===== src/rtl/lcdmap_pkg.sv =====
package lcdmap_pkg;
  typedef enum logic [1:0] {
    LVL_VSS  = 2'b00,
    LVL_V1   = 2'b01,
    LVL_V2   = 2'b10,
    LVL_VLCD = 2'b11
  } lvl_e;

  typedef enum logic [1:0] {
    MUX_2   = 2'b00,
    MUX_4   = 2'b01,
    MUX_RSV = 2'b10,
    MUX_8   = 2'b11
  } mux_e;

  // number of row commons for a mux select code (reserved code acts as 8)
  function automatic logic [3:0] mux_rows(input logic [1:0] sel);
    case (sel)
      MUX_2:   mux_rows = 4'd2;
      MUX_4:   mux_rows = 4'd4;
      default: mux_rows = 4'd8;
    endcase
  endfunction
endpackage


===== src/rtl/lcdmap_fr_edge.sv =====
module lcdmap_fr_edge (
  input  logic clk,
  input  logic rst_n,
  input  logic fr,
  output logic fr_edge
);
  logic fr_q;

  always_ff @(posedge clk) begin
    if (!rst_n) fr_q <= 1'b0;
    else        fr_q <= fr;
  end

  assign fr_edge = fr ^ fr_q;
endmodule


===== src/rtl/lcdmap_row_plan.sv =====
module lcdmap_row_plan
  import lcdmap_pkg::*;
#(
  parameter int NUM_SEG  = 40,
  parameter int MAX_ROWS = 8,
  localparam int IDX_W   = $clog2(MAX_ROWS)
) (
  input  logic [1:0]       mux_sel,
  input  logic             col_only,
  input  logic [IDX_W-1:0] row_idx,
  output logic [NUM_SEG-1:0] is_row,
  output logic [NUM_SEG-1:0] row_hit
);
  logic [3:0]       n_rows;
  logic [IDX_W-1:0] idx_wrap;
  logic [IDX_W-1:0] idx_mask;

  always_comb begin
    n_rows   = mux_rows(mux_sel);
    idx_mask = IDX_W'(n_rows - 4'd1);
    idx_wrap = row_idx & idx_mask;
  end

  for (genvar k = 0; k < NUM_SEG; k++) begin : g_pin
    if (k < MAX_ROWS) begin : g_cand
      always_comb begin
        is_row[k]  = !col_only && (4'(k) < n_rows);
        row_hit[k] = is_row[k] && (idx_wrap == IDX_W'(k));
      end
    end else begin : g_col
      always_comb begin
        is_row[k]  = 1'b0;
        row_hit[k] = 1'b0;
      end
    end
  end
endmodule


===== src/rtl/lcdmap_seg_level.sv =====
module lcdmap_seg_level
  import lcdmap_pkg::*;
(
  input  logic       is_row,
  input  logic       row_hit,
  input  logic       col_on,
  input  logic       fr,
  output logic [1:0] level
);
  always_comb begin
    if (is_row) begin
      if (row_hit) level = fr ? LVL_VLCD : LVL_VSS;
      else         level = fr ? LVL_V1   : LVL_V2;
    end else begin
      if (col_on)  level = fr ? LVL_VSS  : LVL_VLCD;
      else         level = fr ? LVL_VLCD : LVL_VSS;
    end
  end
endmodule


===== src/rtl/lcd_seg_mapper.sv =====
module lcd_seg_mapper
  import lcdmap_pkg::*;
#(
  parameter int NUM_SEG  = 40,
  parameter int MAX_ROWS = 8,
  localparam int IDX_W   = $clog2(MAX_ROWS),
  localparam int CODE_W  = 2 * NUM_SEG
) (
  input  logic               clk,
  input  logic               rst_n,
  input  logic               fr,
  input  logic [1:0]         mux_sel,
  input  logic               col_only,
  input  logic               force_on,
  input  logic               force_off,
  input  logic [IDX_W-1:0]   row_idx,
  input  logic [NUM_SEG-1:0] row_word,
  output logic [CODE_W-1:0]  seg_code
);
  logic               fr_edge;
  logic [NUM_SEG-1:0] is_row;
  logic [NUM_SEG-1:0] row_hit;
  logic [CODE_W-1:0]  code_next;
  logic [CODE_W-1:0]  code_q;

  lcdmap_fr_edge u_edge (
    .clk     (clk),
    .rst_n   (rst_n),
    .fr      (fr),
    .fr_edge (fr_edge)
  );

  lcdmap_row_plan #(.NUM_SEG(NUM_SEG), .MAX_ROWS(MAX_ROWS)) u_plan (
    .mux_sel  (mux_sel),
    .col_only (col_only),
    .row_idx  (row_idx),
    .is_row   (is_row),
    .row_hit  (row_hit)
  );

  for (genvar k = 0; k < NUM_SEG; k++) begin : g_seg
    logic col_on;
    // blank wins over set, set wins over data
    assign col_on = !force_off && (force_on || row_word[k]);

    lcdmap_seg_level u_lvl (
      .is_row  (is_row[k]),
      .row_hit (row_hit[k]),
      .col_on  (col_on),
      .fr      (fr),
      .level   (code_next[2*k+1:2*k])
    );
  end

  always_ff @(posedge clk) begin
    if (!rst_n)       code_q <= '0;
    else if (fr_edge) code_q <= code_next;
  end

  assign seg_code = code_q;
endmodule


===== config.mk =====
export PLATFORM = sky130hd
export DESIGN_NAME = lcd_seg_mapper
export DESIGN_NICKNAME = d
export VERILOG_FILES = /design/src/rtl/lcdmap_pkg.sv /design/src/rtl/lcdmap_fr_edge.sv /design/src/rtl/lcdmap_row_plan.sv /design/src/rtl/lcdmap_seg_level.sv /design/src/rtl/lcd_seg_mapper.sv
export SDC_FILE = /design/constraint.sdc
export NUM_CORES = 1
export LEC_CHECK = 0
export BUFFER_PORTS_ARGS = -buffer_cell sky130_fd_sc_hd__buf_4
export CAP_MARGIN = 20
export CORE_MARGIN = 5
export CORE_UTILIZATION = 39
export CTS_BUF_LIST = sky130_fd_sc_hd__clkbuf_4
export DETAILED_ROUTE_END_ITERATION = 10
export HOLD_SLACK_MARGIN = 0.12
export PLACE_DENSITY_LB_ADDON = 0.05
export SYNTH_ARGS = -nofsm -noshare
export SYNTH_HDL_FRONTEND = slang
export SYNTH_SLANG_ARGS = --single-unit

===== constraint.sdc =====
create_clock -name clk -period 2.25 [get_ports clk]
set_clock_uncertainty 0.1 [all_clocks]
set_input_delay 0.1125 -clock clk [delete_from_list [all_inputs] [get_ports clk]]
set_output_delay 0.1125 -clock clk [all_outputs]
set_load 0.05 [all_outputs]

* Yosys cells after proc, flatten, opt, wreduce, memory -nomap -nowiden
Cells that the tools add are included.
** Word-level totals
- Word-level logic and storage cells :: 181
- Bits in registers :: 81
** Operators by class
- Reductions and logical operators :: 100
- $add $sub $neg :: 1
- Muxes and demuxes :: 60
- Equality and inequality tests :: 8
- Bitwise operators :: 2
- Order comparisons :: 8
** Operators by type and width (count)
- 2-bit 2-to-1 mux :: 59
- 1-bit logical AND :: 56
- 1-bit logical OR :: 40
- 3-bit by 4-bit less-than comparator with 1-bit output, first input constant :: 4
- 3-bit == test, second input constant :: 4
- 1-bit by 4-bit less-than comparator with 1-bit output, first input constant :: 2
- 2-bit by 4-bit less-than comparator with 1-bit output, first input constant :: 2
- 4-bit one-hot mux with 2 select lines :: 1
- 3-bit by 2-bit == test with 1-bit output, second input constant :: 2
- 3-bit bitwise AND :: 1
- 3-bit by 1-bit == test with 1-bit output, second input constant :: 1
- 3-bit logical NOT :: 1
- 3-bit by 1-bit subtractor with 3-bit output, second input constant :: 1
- 2-bit by 1-bit == test with 1-bit output, second input constant :: 1
- 1-bit logical NOT :: 2
- 2-bit logical NOT :: 1
- 1-bit bitwise XOR :: 1

* Longest topological paths before layout
- Word-level depth :: 8
- Mapped depth :: 7
- Mapped depth without buffers :: 6

* Cells and area by module
From an unflattened synthesis, not the netlist that was laid out.
** Unflattened totals
- Cells, all modules :: 636
- Area total of the unflattened synthesis :: 5400.2 um2
** Modules (own cells, without submodules)
- lcd_seg_mapper :: cells an instance 345, instances 1, area each 3399.5 um2
- lcdmap_seg_level :: cells an instance 5, instances 40, area each 32.5 um2
- lcdmap_row_plan :: cells an instance 88, instances 1, area each 663.1 um2
- lcdmap_fr_edge :: cells an instance 3, instances 1, area each 36.3 um2

* Least setup slack after synthesis
Ideal clock, no wire load.
- Path kind :: in2reg
- Start point :: input mux_sel[1]
- End point :: register code_q[3], in the netlist seg_code[3]
- Stages on the path :: 6
- Arrival time :: 1.562 ns
- Setup slack :: 0.526 ns
- Library setup time :: 0.062 ns
- Cell sequence :: or2_2 > ha_1 > nand2b_1 > a21oi_1 > or4_1 > nand3_1
** Between the ends
- Word-level cells in the longest chain between the ends :: 8
- Elaborated cells between the ends (all ways) :: 11
** Ends and longest elaborated chain
- start: declaration :: line lcd_seg_mapper.sv:12 : input logic [1:0] mux_sel,
- 2-bit by 1-bit == test with 1-bit output or 2-bit logical NOT (tied branches) :: line lcdmap_pkg.sv:18 : case (sel)
- 4-bit one-hot mux with 2 select lines (*) :: line lcdmap_pkg.sv:18
- 3-bit by 1-bit subtractor with 3-bit output :: line lcdmap_row_plan.sv:20 : idx_mask = IDX_W'(n_rows - 4'd1);
- 3-bit bitwise AND :: line lcdmap_row_plan.sv:21 : idx_wrap = row_idx & idx_mask;
- 3-bit by 1-bit == test with 1-bit output :: line lcdmap_row_plan.sv:28 : row_hit[k] = is_row[k] && (idx_wrap == IDX_W'(k));
- 1-bit logical AND :: line lcdmap_row_plan.sv:28
- 2-bit 2-to-1 mux :: line lcdmap_seg_level.sv:12 : if (row_hit) level = fr ? LVL_VLCD : LVL_VSS;
- 2-bit 2-to-1 mux (*) :: line lcdmap_seg_level.sv:11 : if (is_row) begin
- end signal: assignment :: line lcd_seg_mapper.sv:57 : else if (fr_edge) code_q <= code_next;
- end: declaration :: line lcd_seg_mapper.sv:24 : logic [CODE_W-1:0] code_q;
Every way passes the cells marked *; elsewhere a longest branch is shown, timed or not.
A chain may end at the register's enable or synchronous reset.

* Worst setup path after layout
- Start point :: input fr
- End point :: register code_q[69], in the netlist seg_code[69]
** Between the ends
- Word-level cells in the longest chain between the ends :: 2
- Elaborated cells between the ends (all ways) :: 4
** Ends and longest elaborated chain
- start: declaration :: line lcd_seg_mapper.sv:11 : input logic fr,
- 2-bit 2-to-1 mux (on tied branches) :: line lcdmap_seg_level.sv:16, lcdmap_seg_level.sv:15
- 2-bit 2-to-1 mux :: line lcdmap_seg_level.sv:15 : if (col_on) level = fr ? LVL_VSS : LVL_VLCD;
Parallel ways exist; a longest one is shown, timed or not.

==> impl_metrics.csv <==
group,metric,value,unit
sta,relSlewSlack,40.8,%
placement,pre_cts_ws,0.285,ns
clock_network,clockBufferDepth,2,
sta,period_needed,2.15,ns
cells_and_area,stdcell_count,597,
synth,ys_ff_latch,49,
synth,yosysMostFrequentCell,"nor2_1",
floorplanning,fp.dieArea,9340,sq um
synth,ys_seq_area_share,33.5,%
cells_and_area,fill_cells,736,
cells_and_area,fin_util,57.3,%
placement,dp_cells,546,
clock_network,htree_levels,2,
setup_path,cp.depth,7,
sta,fmax,466,MHz
floorplanning,io_pins,131,
global_route,grt_max_degree,53,
power,p_leak,1.85,nW
sta,fin_ws,0.102,ns
setup_path,path_cells,"dlygate4sd3_1, buf_4, and2b_4, or2_1, buf_4, o2111a_1, dlygate4sd3_1",
power,power,2.63,mW
cells_and_area,multiInputGateArea,1540,sq um
global_route,grt_pass1_vias,2951,
setup_path,critPathArrivalTime,2.37,ns
route,wl_per_cell,14.2,um
cells_and_area,nNetsFinal,549,
setup_path,endpoint_kind,"flop",
route,firstDrtPassIters,4,
synth,synth_area_leaders,"dfxtp_1 33%, o2111a_1 12%, nor2_1 10%, buf_4 8.5%, o21ai_0 6.5%",
route,ant_nets,0,
clock_network,cts_tree,"built",
sta,fin_tns_setup,0,ns
route,vias,3009,
global_route,globalRoute.totalOverflow,0,
route,drt-total-wl,8460,um
setup_path,crit_type,"in -> reg",
sta,fin_crit_sh,95.5,%
floorplanning,die_w,96.7,um
sta,setup_viol,0,
setup_path,critPathSlowestCell,"dlygate4sd3_1",
sta,tightestPinTransition,0.881,ns
power,ir_drop,0.000315,V
synth,async_flop_share,0,%
clock_network,cts.sinks,49,
sta,whs,0.136,ns
setup_path,startpoint,"fr",
clock_network,clk_pin_slew,0.14,ns
synth,netlist.area_leader.share,33.5,%
run_status,outcome,"completed",
synth,synth.distinct_cells,38,
placement,place_congestion,0.762,
floorplanning,die_y,96.7,um
sta,rsz0062_at_grt,"false",
synth,yosysTopAreaCell,"dfxtp_1",
setup_path,reg2reg_slack,0.15,ns
synth,synth_ff_type,"dfxtp_1",
cells_and_area,n_antenna_cell,0,
setup_path,crit_fanout,34,
setup_path,cp_num_buf_inv,4,
cells_and_area,drive_gt1_share,30.7,%
synth,synth_area,2930,sq um
setup_path,reg2reg_depth,5,
floorplanning,start_util,40.2,%
setup_path,cp_top_family,"buffers and inverters",
floorplanning,num_rows,31,
route,first_iter_violations,94,
clock_network,cts-root-buf,"clkbuf_4",
sta,slew_viol_final,0,
placement,port_buffers,130,
global_route,grt_pass1_wl,14200,um
synth,postSynthCellCount,377,
global_route,antenna_found_initial,0,
flow_run,max_cap_viol_count,0,
placement,placed_area,3670,sq um
clock_network,clk_latency,0.36,ns
setup_path,r2r_start,"u_edge.fr_q$_SDFF_PN0_",
sta,hold_viol,0,
placement,dp_hpwl,5640,um
synth,synth_edf_count,0,
synth,synth.avg_cell_area,7.77,sq um
min_path,hp-class,"in -> reg",
synth,synth.net_count,429,
power,powerDensity,630,nW/um^2
route,drc,0,
setup_path,critPathLaunchType,"input port",
route,post_drt_via_cell_ratio,5.04,
synth,yosys_warnings,0,
global_route,grt_use_total,17.7,%
setup_path,crit_path_max_incr_delay,0.54,ns
setup_path,endpoint,"seg_code[69]$_SDFFE_PN0P_",
cells_and_area,areaGrowthSynthToFinish,42.6,%
setup_path,r2r_end,"seg_code[69]$_SDFFE_PN0P_",
synth,ys_top_cells_by_count,"78 x nor2_1, 49 x dfxtp_1, 43 x nand2_1",
setup_path,crit_required,2.47,ns
cells_and_area,fin_area,4180,sq um
clock_network,cts_buffers,5,
cells_and_area,seq_area,981,sq um
floorplanning,placeableCoreArea,7290,sq um
==> worst min-delay path by stage <==
stage | slack (ns) | from | end | cells after the start
global route | 0.14 | col_only | seg_code[3]$_SDFFE_PN0P_ | 4
detailed placement | 0.25 | fr | u_edge.fr_q$_SDFF_PN0_ | 2
CTS | 0.12 | row_word[4] | seg_code[8]$_SDFFE_PN0P_ | 5
finish | 0.14 | col_only | seg_code[3]$_SDFFE_PN0P_ | 4
floorplan | 0.13 | fr | u_edge.fr_q$_SDFF_PN0_ | 1
global placement | 0.25 | fr | u_edge.fr_q$_SDFF_PN0_ | 2
==> sequential cells by signal (all words and copies together), names as in the netlist <==
| signal | cells |
|---|---|
| seg_code | 48 |
| u_edge.fr_q | 1 |
==> worst min-delay path, delay by kind of cell <==
kind | cells | cell delay, ns
buffers and inverters | 1 | 0.14
AOI/OAI and AO/OA | 2 | 0.24
and+or+nand+nor | 1 | 0.07
==> report_power, final <==
group / internal [mW] / switching (mW) / leakage (nW) / total [mW]
registers: 0.947 / 0.0581 / 0.407 / 1.01
logic: 0.386 / 0.713 / 1.40 / 1.10
clock network: 0.244 / 0.283 / 0.0433 / 0.526
total: 1.58 / 1.05 / 1.85 / 2.63
==> metal layers <==
| metal | routed length, um | part of all wire, % | track usage, % |
|---|---|---|---|
| met3 | 531 | 6.3 | 4.46 |
| met5 | 0 | 0 | 0 |
| met1 | 3890 | 46 | 22.0 |
| met4 | 82 | 0.97 | 4.43 |
| met2 | 3960 | 47 | 30.6 |
==> cell usage in the layout, fill, tap and decap left out, drive strengths merged, types with 6 or more instances in the layout <==
master	n
o2111a	32
nor2	78
nand2	43
clkbuf	6
o21ai	39
nor3	6
a21boi	6
dfxtp	49
mux2i	9
dlygate4sd3	43
buf	136
nand3	10
==> logic make-up (layout without fill, tap and decap cells) <==
kind of cell | count (synthesis) | in the layout | share of synthesized area (%)
XOR/XNOR | 1 | 1 | 0.299
AND/OR/NAND/NOR | 155 | 155 | 22.9
AO/OA/AOI/OAI | 93 | 93 | 24.8
multiplexers | 11 | 11 | 3.84
flip-flops | 49 | 49 | 33.5
buffers and inverters | 67 | 188 | 14.3
adder cells (fa/ha/maj) | 1 | 1 | 0.427
==> final cells by class <==
class,instances,area share (%)
clock inverters,2,0.809
clock buffers,6,1.08
multi-input cells,261,36.8
flip-flops and latches,49,23.5
inverters,1,0.0899
repair buffers,179,34.8
well taps,99,2.97
==> timing repair <==
action | 4_1_cts | 5_1_grt
buffers inserted | 0 | 0
gates resized for setup | 0 | 0
hold buffers | 43 | 0
endpoints found under the hold margin | 45 | 0
(Power assumes the default switching activity.)
